## src/rtl/pretrig_pkg.sv

```systemverilog
package pretrig_pkg;
    localparam int ADDR_CTRL     = 0;
    localparam int ADDR_STAT     = 1;
    localparam int ADDR_DLY_BASE = 2;

    typedef enum logic {
        LOAD_IDLE,
        LOAD_ARMED
    } load_state_t;

    typedef enum logic {
        CONV_IDLE,
        CONV_BUSY
    } conv_state_t;
endpackage

```

## src/rtl/pretrig_cmp.sv

```systemverilog
module pretrig_cmp #(
    parameter int DLY_W = 16
) (
    input  logic             clk,
    input  logic             rst_n,
    input  logic             en,
    input  logic [DLY_W-1:0] cnt_val,
    input  logic [DLY_W-1:0] dly,
    output logic             hit
);
    logic match_now;
    logic match_d;

    assign match_now = en && (cnt_val == dly);

    always_ff @(posedge clk or negedge rst_n) begin
        if (!rst_n) match_d <= 1'b0;
        else        match_d <= match_now;
    end

    // first cycle of a match only
    assign hit = match_now && !match_d;
endmodule

```

## src/rtl/pretrig_dly_bank.sv

```systemverilog
module pretrig_dly_bank
    import pretrig_pkg::*;
#(
    parameter int N_PRE = 2,
    parameter int DLY_W = 16
) (
    input  logic                        clk,
    input  logic                        rst_n,
    input  logic [N_PRE-1:0]            shad_we,
    input  logic [DLY_W-1:0]            shad_wdata,
    input  logic                        ldok_set,
    input  logic                        cnt_wrap,
    output logic [N_PRE-1:0][DLY_W-1:0] act_dly,
    output logic                        ldok_pend
);
    load_state_t                 ld_state;
    load_state_t                 ld_next;
    logic [N_PRE-1:0][DLY_W-1:0] shad_q;
    logic                        xfer;

    always_ff @(posedge clk or negedge rst_n) begin
        if (!rst_n) ld_state <= LOAD_IDLE;
        else        ld_state <= ld_next;
    end

    always_comb begin
        ld_next = ld_state;
        unique case (ld_state)
            LOAD_IDLE:  if (ldok_set) ld_next = LOAD_ARMED;
            LOAD_ARMED: if (cnt_wrap && !ldok_set) ld_next = LOAD_IDLE;
            default:    ld_next = LOAD_IDLE;
        endcase
    end

    assign xfer      = (ld_state == LOAD_ARMED) && cnt_wrap;
    assign ldok_pend = (ld_state == LOAD_ARMED);

    always_ff @(posedge clk or negedge rst_n) begin
        if (!rst_n) begin
            shad_q  <= '0;
            act_dly <= '0;
        end else begin
            for (int i = 0; i < N_PRE; i++) begin
                if (shad_we[i]) shad_q[i] <= shad_wdata;
            end
            if (xfer) act_dly <= shad_q;
        end
    end
endmodule

```

## src/rtl/pretrig_seq_guard.sv

```systemverilog
module pretrig_seq_guard
    import pretrig_pkg::*;
#(
    parameter int N_PRE = 2
) (
    input  logic             clk,
    input  logic             rst_n,
    input  logic [N_PRE-1:0] hit,
    input  logic             adc_done,
    input  logic             clr_we,
    input  logic [N_PRE-1:0] clr_wdata,
    output logic [N_PRE-1:0] pretrig_o,
    output logic             conv_busy,
    output logic [N_PRE-1:0] err_q
);
    conv_state_t      cv_state;
    conv_state_t      cv_next;
    logic [N_PRE-1:0] grant;
    logic [N_PRE-1:0] reject;
    logic [N_PRE-1:0] clr_mask;

    always_ff @(posedge clk or negedge rst_n) begin
        if (!rst_n) cv_state <= CONV_IDLE;
        else        cv_state <= cv_next;
    end

    always_comb begin
        cv_next = cv_state;
        grant   = '0;
        reject  = hit;
        unique case (cv_state)
            CONV_IDLE: begin
                // lowest-index hit wins
                grant  = hit & (~hit + 1'b1);
                reject = hit & ~grant;
                if (|hit) cv_next = CONV_BUSY;
            end
            CONV_BUSY: begin
                if (adc_done) cv_next = CONV_IDLE;
            end
            default: cv_next = CONV_IDLE;
        endcase
    end

    assign clr_mask  = clr_we ? ~clr_wdata : '0;
    assign conv_busy = (cv_state == CONV_BUSY);

    always_ff @(posedge clk or negedge rst_n) begin
        if (!rst_n) begin
            pretrig_o <= '0;
            err_q     <= '0;
        end else begin
            pretrig_o <= grant;
            err_q     <= (err_q & ~clr_mask) | reject;
        end
    end
endmodule

```

## src/rtl/dly_pretrig_chan.sv

```systemverilog
module dly_pretrig_chan
    import pretrig_pkg::*;
#(
    parameter int N_PRE  = 2,
    parameter int DLY_W  = 16,
    parameter int BUS_AW = 3,
    parameter int BUS_DW = 32
) (
    input  logic              clk,
    input  logic              rst_n,
    input  logic [DLY_W-1:0]  cnt_val,
    input  logic              cnt_wrap,
    input  logic              adc_done,
    input  logic              bus_wr,
    input  logic [BUS_AW-1:0] bus_addr,
    input  logic [BUS_DW-1:0] bus_wdata,
    output logic [BUS_DW-1:0] bus_rdata,
    output logic [N_PRE-1:0]  pretrig_o,
    output logic              conv_busy
);
    localparam logic [BUS_AW-1:0] A_CTRL = BUS_AW'(ADDR_CTRL);
    localparam logic [BUS_AW-1:0] A_STAT = BUS_AW'(ADDR_STAT);

    logic [N_PRE-1:0]            en_q;
    logic [N_PRE-1:0]            err_flags;
    logic [N_PRE-1:0]            hit;
    logic [N_PRE-1:0]            shad_we;
    logic [N_PRE-1:0][DLY_W-1:0] act_dly;
    logic                        ldok_pend;
    logic                        ctrl_wr;
    logic                        stat_wr;
    logic                        unused_wdata_hi;

    assign ctrl_wr         = bus_wr && (bus_addr == A_CTRL);
    assign stat_wr         = bus_wr && (bus_addr == A_STAT);
    assign unused_wdata_hi = ^bus_wdata[BUS_DW-1:DLY_W];

    always_ff @(posedge clk or negedge rst_n) begin
        if (!rst_n)       en_q <= '0;
        else if (ctrl_wr) en_q <= bus_wdata[N_PRE:1];
    end

    for (genvar g = 0; g < N_PRE; g++) begin : g_pre
        assign shad_we[g] = bus_wr && (bus_addr == BUS_AW'(ADDR_DLY_BASE + g));

        pretrig_cmp #(.DLY_W(DLY_W)) u_cmp (
            .clk     (clk),
            .rst_n   (rst_n),
            .en      (en_q[g]),
            .cnt_val (cnt_val),
            .dly     (act_dly[g]),
            .hit     (hit[g])
        );
    end

    pretrig_dly_bank #(.N_PRE(N_PRE), .DLY_W(DLY_W)) u_bank (
        .clk        (clk),
        .rst_n      (rst_n),
        .shad_we    (shad_we),
        .shad_wdata (bus_wdata[DLY_W-1:0]),
        .ldok_set   (ctrl_wr && bus_wdata[0]),
        .cnt_wrap   (cnt_wrap),
        .act_dly    (act_dly),
        .ldok_pend  (ldok_pend)
    );

    pretrig_seq_guard #(.N_PRE(N_PRE)) u_guard (
        .clk       (clk),
        .rst_n     (rst_n),
        .hit       (hit),
        .adc_done  (adc_done),
        .clr_we    (stat_wr),
        .clr_wdata (bus_wdata[N_PRE-1:0]),
        .pretrig_o (pretrig_o),
        .conv_busy (conv_busy),
        .err_q     (err_flags)
    );

    always_comb begin
        bus_rdata = '0;
        if (bus_addr == A_CTRL) begin
            bus_rdata[0]       = ldok_pend;
            bus_rdata[N_PRE:1] = en_q;
        end
        if (bus_addr == A_STAT) bus_rdata[N_PRE-1:0] = err_flags;
        for (int i = 0; i < N_PRE; i++) begin
            if (bus_addr == BUS_AW'(ADDR_DLY_BASE + i)) bus_rdata[DLY_W-1:0] = act_dly[i];
        end
    end
endmodule

```

## config.mk

```make
export PLATFORM = sky130hd
export DESIGN_NAME = dly_pretrig_chan
export DESIGN_NICKNAME = d
export VERILOG_FILES = /design/src/rtl/pretrig_pkg.sv /design/src/rtl/pretrig_cmp.sv /design/src/rtl/pretrig_dly_bank.sv /design/src/rtl/pretrig_seq_guard.sv /design/src/rtl/dly_pretrig_chan.sv
export SDC_FILE = /design/constraint.sdc
export NUM_CORES = 1
export LEC_CHECK = 0
export BUFFER_PORTS_ARGS = -buffer_cell sky130_fd_sc_hd__buf_2
export CORE_ASPECT_RATIO = 1.4
export CORE_UTILIZATION = 57
export CTS_CLUSTER_DIAMETER = 30
export CTS_CLUSTER_SIZE = 14
export DETAILED_ROUTE_END_ITERATION = 10
export GPL_TIMING_DRIVEN = 0
export PLACE_DENSITY = 0.93
export SETUP_SLACK_MARGIN = 0.3
export SLEW_MARGIN = 20
export SYNTH_ARGS = -nofsm -noshare
export SYNTH_HDL_FRONTEND = slang
export SYNTH_SLANG_ARGS = --single-unit
```

## constraint.sdc

```tcl
create_clock -name clk -period 3.9 [get_ports clk]
set_clock_uncertainty 0.2 [all_clocks]
set_input_delay 0.39 -clock clk [delete_from_list [all_inputs] [get_ports clk]]
set_output_delay 0.39 -clock clk [all_outputs]
set_load 0.02 [all_outputs]
```

# After elaboration in Yosys (flattened, before gate mapping)
# Index checks and enable logic that the tools add are counted.
# op_classes
n_addsub	1
n_eq_ne	5
muxes	13
n_bitwise	10
n_reduce_logical	16
# ops
cell	n
16-bit == test	2
16-bit 2-to-1 mux	2
1-bit logical AND	11
2-bit 2-to-1 mux	4
2-bit NOT	4
2-bit AND	3
3-bit by 2-bit == test with 1-bit output, second input constant	2
1-bit 2-to-1 mux	4
1-bit one-hot mux with 2 select lines	2
3-bit by 1-bit == test with 1-bit output, second input constant	1
1-bit logical NOT	3
3-bit logical NOT	1
3-bit 2-to-1 mux	1
2-bit by 1-bit adder with 2-bit output, second input constant	1
1-bit NOT	2
2-bit OR	1
2-bit OR reduction	1
# totals
register_bits	74
input_bits	56
output_inout_bits	35
word_cells	56

# Longest topological paths before layout
# depth
word_depth	10
mapped_depth	5
mapped_depth_nobuf	5

# Hierarchy
# From an unflattened synthesis, not the netlist that was laid out.
# hier_totals
hier_cells	271
area_unflattened_um2	3734.8
# by_module_without_submodules
module	instances	cells_each	area_per_inst_um2	seq_area_each_um2
pretrig_dly_bank	1	139	2576.2	1626.6
dly_pretrig_chan	1	69	550.5	50.0
pretrig_cmp	2	24	211.5	25.0
pretrig_seq_guard	1	15	185.2	125.1

# Least setup slack after synthesis
# Ideal clock, no wire load.
# synth_timing
path_kind	input-to-output
from	input bus_addr[0]
to	output bus_rdata[0]
t_arrival_ns	1.252
t_required_ns	3.310
slack_ns	2.058
path_stages	3
path_buffers	1
path_cell_list	buf_4 -> mux4_2 -> nor2b_1
# synth_between
elab_chain_len	5
# synth_lines
item	line	text
start: declaration	dly_pretrig_chan.sv:15	input logic [BUS_AW-1:0] bus_addr,
3-bit logical NOT	dly_pretrig_chan.sv:81	if (bus_addr == A_CTRL) begin
3-bit 2-to-1 mux	dly_pretrig_chan.sv:81	
2-bit 2-to-1 mux	dly_pretrig_chan.sv:85	if (bus_addr == A_STAT) bus_rdata[N_PRE-1:0] = err_flags;
16-bit 2-to-1 mux	dly_pretrig_chan.sv:87	if (bus_addr == BUS_AW'(ADDR_DLY_BASE + i)) bus_rdata[DLY_W-1:0] = act_dly[i];
16-bit 2-to-1 mux (*)	dly_pretrig_chan.sv:87	
end: declaration	dly_pretrig_chan.sv:17	output logic [BUS_DW-1:0] bus_rdata,
# Mark *: on every way between the ends. The rest lies on a longest branch, timed or not.

# Worst setup path in the final report
# layout_timing
from	input bus_addr[0]
to	output bus_rdata[6]
# layout_between
elab_chain_len	3
# layout_lines
item	line
3-bit by 2-bit == test with 1-bit output	dly_pretrig_chan.sv:87
16-bit 2-to-1 mux	dly_pretrig_chan.sv:87
16-bit 2-to-1 mux (*)	dly_pretrig_chan.sv:87
# Marks and branches as above.

==> Flow_metrics.wiki <==
{| class="wikitable"
! Metric !! Value
|-
| Sink Count || 74
|-
| Top delay family on crit path || buffers and inverters
|-
| Reg-to-reg slack, setup || 2070 ps
|-
| Buffers from clock root to sink, at most || 2
|-
| 1st-pass router iterations || 7
|-
| Min Tclk post-route || 2233 ps
|-
| Critical R2R Launch || u_bank.act_dly[13]
|-
| Clk root buf || sky130_fd_sc_hd__clkbuf_8
|-
| Top post-synthesis cells by area || sky130_fd_sc_hd__dfrtp_1 (51%), sky130_fd_sc_hd__mux2_1 (21%), sky130_fd_sc_hd__xnor2_1 (7.3%)
|-
| Net count reported at finish || 412
|-
| Number of logic stages on the critical path including buffering || 6
|-
| Power per cell area || 516.9 nW/µm²
|-
| Total number of vias || 2,350
|-
| Total Routed Length || 7544 µm
|-
| Max Cap Viol || 0
|-
| Hold path cells || 2
|-
| Share of async-settable or async-resettable flops after synthesis || 1.000
|-
| Cts bufs inserted || 9
|-
| Hold violation total from the final report || 0
|-
| Crit path capture || bus_rdata[6]
|-
| Routed len/inst || 17.46 µm
|-
| Hold_sp || cnt_wrap
|-
| Number of max-slew violations in the final report || 0
|-
| Non-Filler Cell Area, Final || 4267 µm²
|-
| Relative slew slack || 0.5967
|-
| Leakage component of the power || 2.058 nW
|-
| Startpoint of the worst setup timing path || bus_addr[0]
|-
| Number of design rule violations left after detail routing || 1
|-
| Starting utilization of the core area || 0.5860
|-
| Flop and latch count out of synthesis || 74
|-
| Maximum ir drop on the vdd rail || 0.3234 mV
|-
| Number of global-route vias before repair || 2,470
|-
| Core Util, Final || 0.6917
|-
| Data required time of the critical path || 3310 ps
|-
| Insertion delay to the later sink of the worst-skew pair || 350 ps
|-
| Total setup violations reported at the end of the flow || 0
|-
| Synthesis-to-layout area growth || 18.03%
|-
| Worst Setup End Kind || primary output
|-
| RSZ-0062 raised after global routing || false
|-
| Post-synthesis sequential area ratio || 0.5123
|-
| Max Fclk || 0.4479 GHz
|-
| Wire length of the first global-routing pass || 12,110 µm
|-
| Fraction of final layout cells sized beyond drive strength 1 || 0.2889
|-
| Area leader, netlist || sky130_fd_sc_hd__dfrtp_1
|-
| CTS tree || built
|-
| Library cell contributing the largest single delay on the critical path || sky130_fd_sc_hd__mux2i_1
|-
| Die boundary height || 96.23 µm
|-
| Post-CTS Setup Repair Bufs || 0
|-
| Final weighted congestion of routability-driven global placement || 0.8343
|-
| Overall die width || 69.31 µm
|-
| Number of distinct standard cells referenced by the synthesized netlist || 31
|-
| Top cell types by occurrence after synthesis || sky130_fd_sc_hd__dfrtp_1 (74), sky130_fd_sc_hd__mux2_1 (66), sky130_fd_sc_hd__xnor2_1 (30), sky130_fd_sc_hd__buf_4 (19), sky130_fd_sc_hd__nor2_1 (18)
|-
| Number of enable flip-flop cells after synthesis || 0
|-
| Worst R2R Path Depth || 5
|-
| Number of I/O port buffers || 57
|-
| Slowest stage delay, CP || 290 ps
|-
| Routed length on met2 || 4042 µm
|-
| Largest fanout on the critical path || 10
|-
| Gate count of the mapped netlist || 270
|-
| Cells traversed along the worst timing path || buf_2 -> buf_4 -> buf_4 -> mux2i_1 -> nor2_1 -> buf_2
|-
| Total Die Area || 6669 µm²
|-
| Detailed-route vias per instance || 5.440
|-
| Starting DRT DRC Count || 126
|-
| All-layer global routing usage || 0.2470
|-
| Sum of negative setup slack || 0 ps
|-
| Met3 layer wire length in the routed design || 464 µm
|-
| Transition time at the pin with the least slew margin || 605.0 ps
|-
| Endpoint arrival time on the critical path || 1640 ps
|-
| Post-route met1 wirelength || 2713 µm
|-
| DP HPWL || 5494 µm
|-
| Status || complete, but fails checks
|-
| Antenna violations before repair || 0
|-
| Clock-pin slew of the registers on the worst-case setup and hold paths || 70 ps
|-
| Number of ports placed on the die boundary || 91
|-
| Combined area of all synthesized cells || 3615 µm²
|-
| Failing checks || design-rule violations
|-
| Most repeated cell in the gate-level netlist after synthesis || sky130_fd_sc_hd__dfrtp_1
|-
| Largest net degree at the start of global routing || 57
|-
| Overflow after GRT || 0
|-
| Number of rows in the core area || 34
|-
| Hold Crit Class || in -> reg
|-
| Number of antenna repair diodes || 0
|-
| Worst path bufs/invs || 4
|-
| Ys Warns || 0
|-
| Capturing point of the worst reg2reg path || u_guard.pretrig_o[1]
|-
| Standard cell core area || 6168 µm²
|-
| Standard cell area after detailed placement || 4076 µm²
|-
| Synth top area share || 0.5123
|-
| Final clock period utilization by the worst path || 0.5725
|-
| Ys flop type || sky130_fd_sc_hd__dfrtp_1
|-
| Uppermost signal routing layer after detailed routing || met4
|-
| Antenna violation net count after detailed routing || 0
|-
| Total number of H-tree levels || 3
|-
| Worst setup SP type || primary input
|-
| Type of the worst setup path || in -> out
|-
| Avg Synthesized Cell Area || 13.39 µm²
|}
[report_power, final]
group	switching (W)	total (W)	leakage [nW]	internal, W
Clock	0.000262	0.000521	0.0920	0.000259
Combinational	0.000255	0.000547	1.04	0.000292
Sequential	0.000165	0.00114	0.924	0.000973
[worst min-delay path by stage]
stage,end,slack [ps]
detailed placement,u_guard.pretrig_o[1],90
global route,u_bank.ldok_pend,30
floorplan,en_q[0],-110
finish,u_bank.ldok_pend,20
CTS,u_bank.ldok_pend,10
global placement,u_bank.act_dly[5],260
[state kept, by name, indices dropped and copies added (netlist names)]
name	count
u_bank.act_dly	32
u_bank.shad_q	32
en_q	2
g_pre.u_cmp.match_d	2
u_guard.err_q	2
u_guard.pretrig_o	2
u_bank.ldok_pend	1
u_guard.conv_busy	1
[cells by family after synthesis]
| group | share of synthesized area |
|---|---|
| other | 0.001037 |
| XOR/XNOR | 0.07754 |
| AND/OR/NAND/NOR | 0.08030 |
| flip-flops | 0.5123 |
| buffers and inverters | 0.05642 |
| multiplexers | 0.2596 |
| AO/OA/AOI/OAI | 0.01281 |
[layout make-up]
class / count / area, µm²
clock buffers: 12 / 155.1
plain buffers: 26 / 192.7
repair buffers: 60 / 335.3
inverters: 3 / 11.26
well taps: 72 / 90.09
clock inverters: 3 / 15.01
fillers: 453 / 1902
flip-flops and latches: 74 / 1852
multi-input cells: 182 / 1615
[through the flow]
| step | hold WS (ps) | std cells | setup WS [ps] | power (W) |
|---|---|---|---|---|
| final | 15.49 | 432 | 1667 | 0.002205 |
| after global routing | 32.91 | 432 | 1588 | 0.002326 |
| after CTS | 11.92 | 432 | 1659 | 0.002219 |
| after detailed placement | 86.24 | 415 | 1693 | 0.001692 |
| after global placement | 256.6 | 414 | 1742 | 0.001645 |
| after floorplan | -105.6 | 285 | 2058 | 0.001506 |
[cell usage in the layout, fill, tap and decap left out, drive strengths merged]
cell type	n
conb	16
mux2i	15
clkbuf	12
and3	1
nand4	6
xnor2	30
inv	3
nand2b	1
nor4	2
nor4b	1
nand3	3
mux2	66
buf	84
and2	1
nand4bb	1
dfrtp	74
mux4	2
nor2	18
nor4bb	1
dlygate4sd3	2
a31oi	2
xor2	2
a32oi	1
nand4b	1
o21ai	5
nor2b	3
clkinv	3
nand2	4
[routing by layer]
metal | vias to the layer above | GRT usage
li1 | 1071 | -
met5 | - | 0
met3 | 27 | 0.05236
met2 | 85 | 0.4337
met1 | 1167 | 0.2697
met4 | 0 | 0.1684
[what timing repair did]
item | 4_1_cts | 5_1_grt
hold buffers | 2 | 0
resized for setup | 0 | 0
hold endpoints to repair | 19 | 0
Note: power is estimated with default switching activity, not from simulation.
